### config.mk
export PLATFORM = sky130hd
export DESIGN_NAME = supv_mode_ctrl
export DESIGN_NICKNAME = d
export VERILOG_FILES = /design/src/rtl/supv_pkg.sv /design/src/rtl/supv_wr_decode.sv /design/src/rtl/supv_tick_timer.sv /design/src/rtl/supv_fail_flag.sv /design/src/rtl/supv_mode_fsm.sv /design/src/rtl/supv_mode_ctrl.sv
export SDC_FILE = /design/constraint.sdc
export NUM_CORES = 1
export LEC_CHECK = 0
export CELL_PAD_IN_SITES_DETAIL_PLACEMENT = 2
export CELL_PAD_IN_SITES_GLOBAL_PLACEMENT = 2
export CORE_AREA = 2 2 94 51
export CTS_CLUSTER_DIAMETER = 30
export DETAILED_ROUTE_END_ITERATION = 7
export DIE_AREA = 0 0 96 53
export GPL_TIMING_DRIVEN = 1
export PLACE_DENSITY = 0.82
export SLEW_MARGIN = 25
export SYNTH_ARGS = -nofsm -noshare
export SYNTH_HDL_FRONTEND = slang
export SYNTH_SLANG_ARGS = --single-unit
export TNS_END_PERCENT = 5
### constraint.sdc
create_clock -name clk -period 3.8 [get_ports clk]
set_input_delay 0.38 -clock clk [delete_from_list [all_inputs] [get_ports clk]]
set_output_delay 0.38 -clock clk [all_outputs]
set_load 0.05 [all_outputs]
### src/rtl/supv_pkg.sv
// Package: shared types of the supervisor mode controller.
// Assumes mode codes are fixed by the external register view.
package supv_pkg;
    localparam int MODE_W = 3;

    typedef enum logic [MODE_W-1:0] {
        M_NREQ  = 3'd0,
        M_NORM  = 3'd1,
        M_RST   = 3'd2,
        M_NDBG  = 3'd3,
        M_SDBG  = 3'd4,
        M_STOP  = 3'd5,
        M_SLEEP = 3'd6
    } mode_e;

    typedef enum logic [2:0] {
        A_NONE,
        A_ZERO,
        A_NDBG,
        A_SDBG,
        A_STOP,
        A_SLEEP
    } mcr_act_e;

    typedef struct packed {
        logic     tim1;
        logic     mcr;
        mcr_act_e act;
    } cmd_t;
endpackage

### src/rtl/supv_wr_decode.sv
// Module: turns decoded register strobes into mode commands.
// Assumes DATA_W >= 4; only the low four data bits are meaningful.
module supv_wr_decode
    import supv_pkg::*;
#(
    parameter int ADDR_W    = 4,
    parameter int DATA_W    = 4,
    parameter int MCR_ADDR  = 1,
    parameter int TIM1_ADDR = 6
) (
    input  logic              wr_vld,
    input  logic [ADDR_W-1:0] wr_addr,
    input  logic [DATA_W-1:0] wr_data,
    input  logic              rd_vld,
    input  logic [ADDR_W-1:0] rd_addr,
    output cmd_t              cmd,
    output logic              flag_rd
);
    localparam logic [ADDR_W-1:0] MCR_A  = ADDR_W'(MCR_ADDR);
    localparam logic [ADDR_W-1:0] TIM1_A = ADDR_W'(TIM1_ADDR);

    // Classify the write data of a mode-control write.
    always_comb begin
        cmd.tim1 = wr_vld && (wr_addr == TIM1_A);
        cmd.mcr  = wr_vld && (wr_addr == MCR_A);
        if (wr_data[3:0] == 4'b0000) begin
            cmd.act = A_ZERO;
        end else begin
            unique case (wr_data[2:0])
                3'b101:  cmd.act = A_NDBG;
                3'b110:  cmd.act = A_SDBG;
                3'b111:  cmd.act = A_STOP;
                3'b100:  cmd.act = A_SLEEP;
                default: cmd.act = A_NONE;
            endcase
        end
    end

    // Mode-control reads are the only reads that matter here.
    assign flag_rd = rd_vld && (rd_addr == MCR_A);
endmodule

### src/rtl/supv_tick_timer.sv
// Module: one down-counter of millisecond ticks, shared by the
// normal-request window and the reset pulse; the two never overlap.
// Assumes tick is a one-cycle pulse; a load beats a tick in the same cycle.
module supv_tick_timer #(
    parameter int WIN_TICKS = 350,
    parameter int RST_TICKS = 4
) (
    input  logic clk,
    input  logic rst_n,
    input  logic tick,
    input  logic load_win,
    input  logic load_rst,
    output logic open,
    output logic expire
);
    localparam int MAXV = (WIN_TICKS > RST_TICKS) ? WIN_TICKS : RST_TICKS;
    localparam int CW   = $clog2(MAXV + 1);

    logic [CW-1:0] cnt_q;

    // Reload on mode entry, otherwise count ticks down to zero.
    always_ff @(posedge clk) begin
        if (!rst_n) begin
            cnt_q <= CW'(WIN_TICKS);
        end else if (load_win) begin
            cnt_q <= CW'(WIN_TICKS);
        end else if (load_rst) begin
            cnt_q <= CW'(RST_TICKS);
        end else if (tick && (cnt_q != '0)) begin
            cnt_q <= cnt_q - 1'b1;
        end
    end

    assign open   = (cnt_q != '0);
    assign expire = tick && (cnt_q == CW'(1));
endmodule

### src/rtl/supv_fail_flag.sv
// Module: battery-fail flag, set only by power-on reset, cleared by a read.
// Assumes rst_n stands for a true power-on event.
module supv_fail_flag (
    input  logic clk,
    input  logic rst_n,
    input  logic clr,
    output logic flag
);
    // Hold the flag until the first mode-control read.
    always_ff @(posedge clk) begin
        if (!rst_n)   flag <= 1'b1;
        else if (clr) flag <= 1'b0;
    end

    a_r8_read_clears: assert property (@(posedge clk) disable iff (!rst_n)
        clr |=> !flag);
    a_r8_never_sets: assert property (@(posedge clk) disable iff (!rst_n)
        !$rose(flag));
endmodule

### src/rtl/supv_mode_fsm.sv
// Module: mode state machine with the guarded debug-entry path.
// Assumes expire/open come from a timer reloaded through load_win and
// load_rst; when a write and an expiry meet in one cycle, the expiry wins.
module supv_mode_fsm
    import supv_pkg::*;
(
    input  logic  clk,
    input  logic  rst_n,
    input  cmd_t  cmd,
    input  logic  wake,
    input  logic  flag,
    input  logic  win_open,
    input  logic  expire,
    output mode_e mode,
    output logic  load_win,
    output logic  load_rst
);
    mode_e mode_q, mode_d;
    logic  armed_q, armed_d;
    logic  sess_q, sess_d;

    // Next-state and side-flag logic for every mode.
    always_comb begin
        mode_d  = mode_q;
        armed_d = armed_q;
        sess_d  = sess_q;
        unique case (mode_q)
            M_NREQ: begin
                if (expire) begin
                    mode_d = M_RST;  armed_d = 1'b0; sess_d = 1'b0;
                end else if (cmd.tim1) begin
                    mode_d = M_NORM; sess_d = 1'b0;
                end else if (sess_q && cmd.mcr && cmd.act == A_NDBG) begin
                    mode_d = M_NDBG;
                end else if (sess_q && cmd.mcr && cmd.act == A_SDBG) begin
                    mode_d = M_SDBG;
                end
            end
            M_NORM: begin
                if (armed_q && expire) begin
                    mode_d = M_RST;  armed_d = 1'b0; sess_d = 1'b0;
                end else if (cmd.mcr) begin
                    if (cmd.act == A_ZERO && flag && win_open && !armed_q) begin
                        armed_d = 1'b1;
                    end else if (cmd.act == A_NDBG && armed_q && win_open) begin
                        mode_d = M_NDBG; armed_d = 1'b0; sess_d = 1'b1;
                    end else if (cmd.act == A_SLEEP) begin
                        mode_d = M_SLEEP; armed_d = 1'b0; sess_d = 1'b0;
                    end
                end
            end
            M_RST: begin
                if (expire) begin
                    mode_d = M_NREQ; armed_d = 1'b0; sess_d = 1'b0;
                end
            end
            M_NDBG, M_SDBG: begin
                if (cmd.mcr) begin
                    unique case (cmd.act)
                        A_ZERO:  begin mode_d = M_NORM; sess_d = 1'b0; end
                        A_NDBG:  mode_d = M_NDBG;
                        A_SDBG:  mode_d = M_SDBG;
                        A_STOP:  mode_d = M_STOP;
                        A_SLEEP: mode_d = M_SLEEP;
                        default: mode_d = mode_q;
                    endcase
                end
            end
            M_STOP, M_SLEEP: begin
                if (wake) mode_d = M_NREQ;
            end
            default: begin
                mode_d = M_NREQ; armed_d = 1'b0; sess_d = 1'b0;
            end
        endcase
    end

    // State registers; power-on lands in normal request.
    always_ff @(posedge clk) begin
        if (!rst_n) begin
            mode_q  <= M_NREQ;
            armed_q <= 1'b0;
            sess_q  <= 1'b0;
        end else begin
            mode_q  <= mode_d;
            armed_q <= armed_d;
            sess_q  <= sess_d;
        end
    end

    assign mode     = mode_q;
    assign load_win = (mode_d == M_NREQ) && (mode_q != M_NREQ);
    assign load_rst = (mode_d == M_RST)  && (mode_q != M_RST);

    a_r2_window_timeout: assert property (@(posedge clk) disable iff (!rst_n)
        (mode_q == M_NREQ && expire) |=> mode_q == M_RST);
    a_r3_timer1_serves: assert property (@(posedge clk) disable iff (!rst_n)
        (mode_q == M_NREQ && !expire && cmd.tim1) |=> mode_q == M_NORM);
    a_r5_armed_timeout: assert property (@(posedge clk) disable iff (!rst_n)
        (mode_q == M_NORM && armed_q && expire) |=> mode_q == M_RST);
    a_r6_leave_debug: assert property (@(posedge clk) disable iff (!rst_n)
        ((mode_q == M_NDBG || mode_q == M_SDBG) && cmd.mcr && cmd.act == A_ZERO)
        |=> mode_q == M_NORM);
    a_r7_wake_return: assert property (@(posedge clk) disable iff (!rst_n)
        ((mode_q == M_STOP || mode_q == M_SLEEP) && wake) |=> mode_q == M_NREQ);
endmodule

### src/rtl/supv_mode_ctrl.sv
// Module: top of the supervisor mode controller.
// Assumes writes and reads arrive already decoded from the serial frame
// and that tick_ms is a one-cycle pulse in the clk domain.
module supv_mode_ctrl
    import supv_pkg::*;
#(
    parameter int ADDR_W    = 4,
    parameter int DATA_W    = 4,
    parameter int MCR_ADDR  = 1,
    parameter int TIM1_ADDR = 6,
    parameter int WIN_TICKS = 350,
    parameter int RST_TICKS = 4
) (
    input  logic              clk,
    input  logic              rst_n,
    input  logic              tick_ms,
    input  logic              wake,
    input  logic              wr_vld,
    input  logic [ADDR_W-1:0] wr_addr,
    input  logic [DATA_W-1:0] wr_data,
    input  logic              rd_vld,
    input  logic [ADDR_W-1:0] rd_addr,
    output logic              rst_req,
    output logic              wdog_en,
    output logic [MODE_W-1:0] mode,
    output logic              bat_flag
);
    cmd_t  cmd;
    logic  flag_rd, win_open, expire, load_win, load_rst;
    mode_e mode_s;

    supv_wr_decode #(
        .ADDR_W(ADDR_W), .DATA_W(DATA_W),
        .MCR_ADDR(MCR_ADDR), .TIM1_ADDR(TIM1_ADDR)
    ) u_dec (
        .wr_vld(wr_vld), .wr_addr(wr_addr), .wr_data(wr_data),
        .rd_vld(rd_vld), .rd_addr(rd_addr),
        .cmd(cmd), .flag_rd(flag_rd)
    );

    supv_tick_timer #(.WIN_TICKS(WIN_TICKS), .RST_TICKS(RST_TICKS)) u_tmr (
        .clk(clk), .rst_n(rst_n), .tick(tick_ms),
        .load_win(load_win), .load_rst(load_rst),
        .open(win_open), .expire(expire)
    );

    supv_fail_flag u_flag (
        .clk(clk), .rst_n(rst_n), .clr(flag_rd), .flag(bat_flag)
    );

    supv_mode_fsm u_fsm (
        .clk(clk), .rst_n(rst_n), .cmd(cmd), .wake(wake), .flag(bat_flag),
        .win_open(win_open), .expire(expire),
        .mode(mode_s), .load_win(load_win), .load_rst(load_rst)
    );

    // Outputs follow the registered mode directly.
    assign mode    = mode_s;
    assign rst_req = (mode_s == M_RST);
    assign wdog_en = (mode_s == M_NORM);
endmodule

After elaboration in Yosys (flattened, before gate mapping)
Cells that the tools add are included.
{"block": "totals", "regBits": 15, "latchBits": 0, "mem_bits_rw": 0, "romBits": 0, "input_bits": 18, "out_inout_bits": 6, "elab_cells": 105, "memories": 0}
{"block": "classes", "n_addsub": 1, "n_mul": 0, "div": 0, "order_cmp": 0, "n_eq_ne": 30, "shift": 0, "n_mux": 34, "n_bitwise": 3, "reduce_logical": 31}
{"op": "$mux W3", "n": 13}
{"op": "$pmux W3 S5", "n": 2}
{"op": "$eq A3 B3 Y1 const B", "n": 9}
{"op": "$mux W9", "n": 2}
{"op": "$logic_and A1 B1 Y1", "n": 16}
{"op": "$eq A3 B2 Y1 const B", "n": 5}
{"op": "$mux W1", "n": 14}
{"op": "$pmux W3 S4", "n": 1}
{"op": "$eq A9 B1 Y1 const B", "n": 1}
{"op": "$ne A3 B2 Y1 const B", "n": 3}
{"op": "$reduce_bool A9 Y1", "n": 1}
{"op": "$sub A9 B1 Y9 const B", "n": 1}
{"op": "$eq A4 B1 Y1 const B", "n": 2}
{"op": "$ne A2 B1 Y1 const B", "n": 4}
{"op": "$reduce_and A8 Y1", "n": 1}
{"op": "$reduce_or A2 Y1", "n": 4}
{"op": "$eq A3 B1 Y1 const B", "n": 2}
{"op": "$logic_not A3 Y1", "n": 2}
{"op": "$ne A5 B1 Y1 const B", "n": 1}
{"op": "$pmux W1 S5", "n": 1}
{"op": "$eq A4 B3 Y1 const B", "n": 1}
{"op": "$logic_not A4 Y1", "n": 1}
{"op": "$ne A4 B1 Y1 const B", "n": 1}
{"op": "$reduce_and A4 Y1", "n": 1}
{"op": "8 further kinds", "n": 10}

Longest topological paths before layout
{"block": "depth", "ltp_word": 14, "mapped_depth": 9, "ltp_nobuf": 9}

Modules after synthesis
A second synthesis with hierarchy kept.
{"block": "unflattened", "hier_cells": 171, "area_unflattened_um2": 1385.1}
{"mod": "supv_mode_fsm", "n_inst": 1, "cells_per_inst": 95, "area_each_um2": 710.7, "seq_area_each_um2": 100.1}
{"mod": "supv_tick_timer", "n_inst": 1, "cells_per_inst": 59, "area_each_um2": 538.0, "seq_area_each_um2": 180.2}
{"mod": "supv_wr_decode", "n_inst": 1, "cells_per_inst": 12, "area_each_um2": 88.8, "seq_area_each_um2": 0.0}
{"mod": "supv_fail_flag", "n_inst": 1, "cells_per_inst": 3, "area_each_um2": 32.5, "seq_area_each_um2": 20.0}
{"mod": "supv_mode_ctrl", "n_inst": 1, "cells_per_inst": 2, "area_each_um2": 15.0, "seq_area_each_um2": 0.0}

Worst setup path before layout
No wires, ideal clock.
{"block": "synth_timing", "kind": "flip-flop to flip-flop", "from": "register u_fsm.mode_q[1] (netlist: u_fsm.mode[1])", "to": "register u_tmr.cnt_q[2]", "setup_ns": 0.120, "arrival_time_ns": 3.398, "slack_ns": 0.282, "path_stages_with_launch": 9, "path_buffers": 1, "cell_sequence": "dfxtp_1 > clkbuf_1 > nor3b_1 > o31ai_1 > o32a_1 > o211a_1 > a31oi_1 > a31oi_1 > a211o_1"}
{"block": "synth_via", "elab_cells_between_ends": 30, "cone_classes": "eq/ne (8); mux (14); reduce/logical (8)"}
{"item": "start: declaration", "line": "supv_mode_fsm.sv:18", "text": "mode_e mode_q, mode_d;"}
{"item": "start signal: assignment", "line": "supv_mode_fsm.sv:85", "text": "mode_q <= mode_d;"}
{"item": "$eq A3 B1 Y1 *"}
{"item": "named net wdog_en", "line": "supv_mode_ctrl.sv:24", "text": "output logic wdog_en,"}
{"item": "$pmux W3 S5 *", "line": "supv_mode_fsm.sv:27", "text": "unique case (mode_q)"}
{"item": "$eq A3 B2 Y1 / $logic_not A3 Y1 (equally long branches)", "line": "supv_mode_fsm.sv:93, supv_mode_fsm.sv:92"}
{"item": "$logic_and A1 B1 Y1, on equally long branches", "line": "supv_mode_fsm.sv:93, supv_mode_fsm.sv:92"}
{"item": "$reduce_or A3 Y1 (no line) *"}
{"item": "end signal: assignment", "line": "supv_tick_timer.sv:26", "text": "cnt_q <= CW'(WIN_TICKS);"}
{"item": "end signal: assignment", "line": "supv_tick_timer.sv:28", "text": "cnt_q <= CW'(RST_TICKS);"}
{"item": "end signal: assignment", "line": "supv_tick_timer.sv:30", "text": "cnt_q <= cnt_q - 1'b1;"}
{"item": "end: declaration", "line": "supv_tick_timer.sv:19", "text": "logic [CW-1:0] cnt_q;"}
Mark *: on every way through the listed nets, which the timed path passes. The rest lies on a longest branch.
A chain may end at the register's enable or synchronous reset.

Worst setup path in the final report
{"block": "layout_timing", "from": "register u_fsm.mode_q[0] (netlist: u_fsm.mode[0])", "to": "register u_tmr.cnt_q[2]"}
{"block": "layout_via", "elab_chain_cells": 9, "elab_cells_between_ends": 30, "cone_classes": "eq/ne (8); mux (14); reduce/logical (8)"}
{"item": "$mux W3", "line": "supv_mode_fsm.sv:47", "text": "end else if (cmd.act == A_SLEEP) begin"}
{"item": "$mux W3", "line": "supv_mode_fsm.sv:45", "text": "end else if (cmd.act == A_NDBG && armed_q && win_open) begin"}
{"item": "$mux W3", "line": "supv_mode_fsm.sv:43", "text": "if (cmd.act == A_ZERO && flag && win_open && !armed_q) begin"}
{"item": "$mux W3", "line": "supv_mode_fsm.sv:42", "text": "end else if (cmd.mcr) begin"}
{"item": "$mux W3", "line": "supv_mode_fsm.sv:40", "text": "if (armed_q && expire) begin"}
{"item": "$pmux W3 S5", "line": "supv_mode_fsm.sv:27"}
{"item": "$eq A3 B2 Y1 / $logic_not A3 Y1 (equally long branches)", "line": "supv_mode_fsm.sv:93, supv_mode_fsm.sv:92"}
{"item": "$logic_and A1 B1 Y1, on equally long branches", "line": "supv_mode_fsm.sv:93, supv_mode_fsm.sv:92"}
{"item": "$reduce_or A3 Y1 (no line) *"}
Every way passes the cells marked *; elsewhere a longest branch is shown, timed or not.

==> flow_results.xml <==
<?xml version="1.0" encoding="UTF-8"?>
<metrics>
  <group name="clock_network">
    <metric name="clk_pin_slew_worst_paths" unit="ps">70</metric>
    <metric name="clock-root-buffer" unit="">clkbuf_8</metric>
    <metric name="clock_sink_count" unit="">15</metric>
    <metric name="tritoncts" unit="">done</metric>
    <metric name="cts-resized-gates" unit="">0</metric>
    <metric name="cts_post_setup_buffers_inserted" unit="">0</metric>
    <metric name="cts_inserted_buffers" unit="">3</metric>
    <metric name="h-tree-depth" unit="">1</metric>
    <metric name="cts_buffer_depth" unit="">2</metric>
    <metric name="cts_hold_buffers" unit="">0</metric>
    <metric name="clock_latency" unit="ps">260</metric>
  </group>
  <group name="worst_setup_path">
    <metric name="worst-endpoint-arrival" unit="ps">3290</metric>
    <metric name="timing.critical_path.slowest_stage_cell" unit="">nor3b_1</metric>
    <metric name="criticalPathCategory" unit="">reg2reg</metric>
    <metric name="max_stage_delay" unit="ps">840</metric>
    <metric name="crit_path_cell_trace" unit="">nor3b_1 &gt; o31ai_1 &gt; o32a_1 &gt; o211a_1 &gt; a31oi_1 &gt; a31oi_1 &gt; a211o_1</metric>
    <metric name="endpoint_kind" unit="">flip-flop</metric>
    <metric name="cp_max_fo" unit="">15</metric>
    <metric name="critPathLaunchType" unit="">flip-flop</metric>
    <metric name="timing.critical_path.required" unit="ps">3950</metric>
    <metric name="cp_common_cell" unit="">a31oi_1</metric>
    <metric name="crit_family" unit="">compound AO/OA/AOI/OAI gates</metric>
    <metric name="worstPathBufferInverterCount" unit="">0</metric>
  </group>
  <group name="cells_and_area">
    <metric name="layout_cell_share_with_drive_strength_beyond_1" unit="">0.0611</metric>
    <metric name="n_antenna_cell" unit="">0</metric>
    <metric name="synthToLayoutAreaGrowth" unit="%">27.3</metric>
    <metric name="nets_finish" unit="">201</metric>
    <metric name="n_fill_cell" unit="">486</metric>
    <metric name="utilization" unit="">0.357</metric>
  </group>
  <group name="grt">
    <metric name="first_global_vias" unit="">1372</metric>
    <metric name="antenna_violations_before_repair" unit="">0</metric>
    <metric name="track_usage" unit="">0.199</metric>
    <metric name="maximum_number_of_pins_on_one_net_before_global_route_repair" unit="">17</metric>
    <metric name="grt_pass1_wl" unit="mm">7.40</metric>
    <metric name="grt_overflow" unit="">0</metric>
  </group>
  <group name="synthesis">
    <metric name="synth_top_cell_by_area" unit="">dfxtp_1</metric>
    <metric name="syn_nets" unit="">177</metric>
    <metric name="yosysUniqueCellTypes" unit="">54</metric>
    <metric name="synth_ff_type" unit="">dfxtp_1</metric>
    <metric name="cell_types_occupying_the_most_area_after_synthesis" unit="">dfxtp_1 25%, nand2_1 5.1%, nor2_1 4.7%</metric>
    <metric name="syn-instance-count" unit="">157</metric>
    <metric name="asyncSetResetFlopFracSynth" unit="">0</metric>
    <metric name="synthesis.yosys.warnings" unit="">0</metric>
    <metric name="synthDominantCellAreaShare" unit="">0.253</metric>
    <metric name="postSynthRegisterBits" unit="">15</metric>
    <metric name="synth-edff-count" unit="">0</metric>
    <metric name="seq_area_frac_synth" unit="">0.253</metric>
    <metric name="yosysMostFrequentCell" unit="">nand2_1</metric>
    <metric name="netlist_area" unit="um2">1190</metric>
    <metric name="netlist_top_cells_count" unit="">16 x nand2_1, 15 x dfxtp_1, 15 x nor2_1</metric>
    <metric name="avgSynthCellArea" unit="um2">7.56</metric>
  </group>
  <group name="sta">
    <metric name="rsz0062_at_grt" unit="">false</metric>
    <metric name="fin_setup_tns" unit="ps">0</metric>
    <metric name="timing.slew.headroom" unit="">0.363</metric>
    <metric name="drv_slew" unit="">0</metric>
    <metric name="timing.final.hold_violations" unit="">0</metric>
    <metric name="timing.final.crit_share" unit="">0.826</metric>
    <metric name="fmax" unit="MHz">319</metric>
    <metric name="setup_violations" unit="">0</metric>
    <metric name="fin_crit" unit="ps">3140</metric>
    <metric name="finalClockSkew" unit="ps">4.60</metric>
    <metric name="worst_pin_slew" unit="ps">953</metric>
    <metric name="layout_setup_ws" unit="ps">661</metric>
  </group>
  <group name="pwr">
    <metric name="powerDensity" unit="nW/um2">312</metric>
    <metric name="ir_drop" unit="uV">85.2</metric>
    <metric name="total_leakage_power" unit="uW">0.000530</metric>
  </group>
  <group name="worst_hold_path">
    <metric name="worst_hold_path_type" unit="">reg2reg</metric>
  </group>
  <group name="routing">
    <metric name="ant_nets" unit="">0</metric>
    <metric name="via_per_inst" unit="">5.75</metric>
    <metric name="wire_per_inst" unit="um">19.9</metric>
    <metric name="drt_iter0_drc" unit="">85</metric>
    <metric name="wirelength" unit="mm">4.71</metric>
    <metric name="drt_pre_antenna_iters" unit="">4</metric>
    <metric name="routed-via-count" unit="">1363</metric>
    <metric name="drc" unit="">0</metric>
  </group>
  <group name="placed_design">
    <metric name="finalWeightedCongestion" unit="">0.906</metric>
    <metric name="dpl.hpwl" unit="mm">3.71</metric>
    <metric name="io_buffers" unit="">23</metric>
    <metric name="place_worst_setup_slack" unit="ps">672</metric>
  </group>
  <group name="floorplan">
    <metric name="floorplan.die.height" unit="um">53</metric>
    <metric name="floorplan.initialDensity" unit="">0.281</metric>
    <metric name="num_io_pins" unit="">24</metric>
    <metric name="fp.coreArea" unit="um2">4230</metric>
    <metric name="die_width" unit="um">96</metric>
    <metric name="std_cell_rows" unit="">17</metric>
    <metric name="die-area" unit="um2">5090</metric>
  </group>
  <group name="run">
    <metric name="drv_cap" unit="">0</metric>
  </group>
  <group name="run_status">
    <metric name="outcome" unit="">finished clean</metric>
  </group>
</metrics>
-- flip-flops by register name, summed over array words and instances (netlist names) --
signal	count
u_flag.flag	1
u_fsm.armed_q	1
u_fsm.mode	3
u_fsm.sess_q	1
u_tmr.cnt_q	9
-- kinds of logic (layout without fill, tap and decap cells) --
family                     Yosys count  in the layout  synth area share
adders and majority gates            2              2            0.0211
DFF                                 15             15             0.253
buffers and inverters               12             35            0.0453
xor gates and xnor gates             7              7            0.0516
AOI/OAI and AO/OA                   36             36             0.210
and+or+nand+nor                     82             82             0.394
muxes                                3              3            0.0253
-- final timing paths --
| check | to | slack [ps] | cells after the start | from |
|---|---|---|---|---|
| worst max register to register | u_tmr.cnt_q[2]$_SDFFE_PP1P_ | 660 | 7 | u_fsm.mode[0]$_SDFF_PN0_ |
| worst min register to register | u_flag.flag$_SDFFE_PN1P_ | 490 | 2 | u_flag.flag$_SDFFE_PN1P_ |
| worst min-delay path | u_flag.flag$_SDFFE_PN1P_ | 490 | 2 | u_flag.flag$_SDFFE_PN1P_ |
| worst max-delay path | u_tmr.cnt_q[2]$_SDFFE_PP1P_ | 660 | 7 | u_fsm.mode[0]$_SDFF_PN0_ |
-- power by group --
| part | internal [uW] | switching, uW | leakage, uW |
|---|---|---|---|
| clock | 72.8 | 63.0 | 0.0000255 |
| sequential | 168 | 15.5 | 0.000122 |
| combinational | 63.1 | 89.1 | 0.000383 |
| total | 304 | 168 | 0.000530 |
-- through the flow --
| stage | instance area, um2 | total power (uW) | instances | hold WS, ps |
|---|---|---|---|---|
| after CTS | 1510 | 474 | 237 | 496 |
| after global placement | 1470 | 326 | 233 | 452 |
| final | 1510 | 471 | 237 | 487 |
| after floorplan | 1190 | 275 | 157 | 442 |
| after detailed placement | 1470 | 334 | 233 | 487 |
| after global routing | 1510 | 494 | 237 | 520 |
-- worst min-delay path: stages (launching register included) --
cell	delay (ps)
dfxtp_1	330
nand2_1	60
nand2_1	50
-- cell type report --
class | instances | area [um2] | share of cell area
multi-input cells | 130 | 833 | 0.551
flip-flops and latches | 15 | 300 | 0.199
repair buffers | 23 | 230 | 0.152
well taps | 57 | 71.3 | 0.0472
clock buffers | 3 | 41.3 | 0.0273
inverters | 8 | 30.0 | 0.0199
clock inverters | 1 | 5.00 | 0.00331
-- layout by cell type, fill, tap and decap left out, types with 5 or more instances in the layout --
cell type / instances
nor4_1: 5
nand3_1: 8
dfxtp_1: 15
a21oi_1: 8
xnor2_1: 5
inv_1: 8
nor3_1: 10
nor2_1: 15
clkdlybuf4s50_1: 23
nand2_1: 16
-- per-layer routing --
metal / global-route usage / vias up / part of all wire
li1: - / 636 / -
met1: 0.286 / 677 / 0.50
met2: 0.301 / 48 / 0.42
met3: 0.0513 / 2 / 0.079
met4: 0.0357 / 0 / 0.0017
met5: 0 / - / 0
No activity file was read; power rests on OpenSTA's default activity.
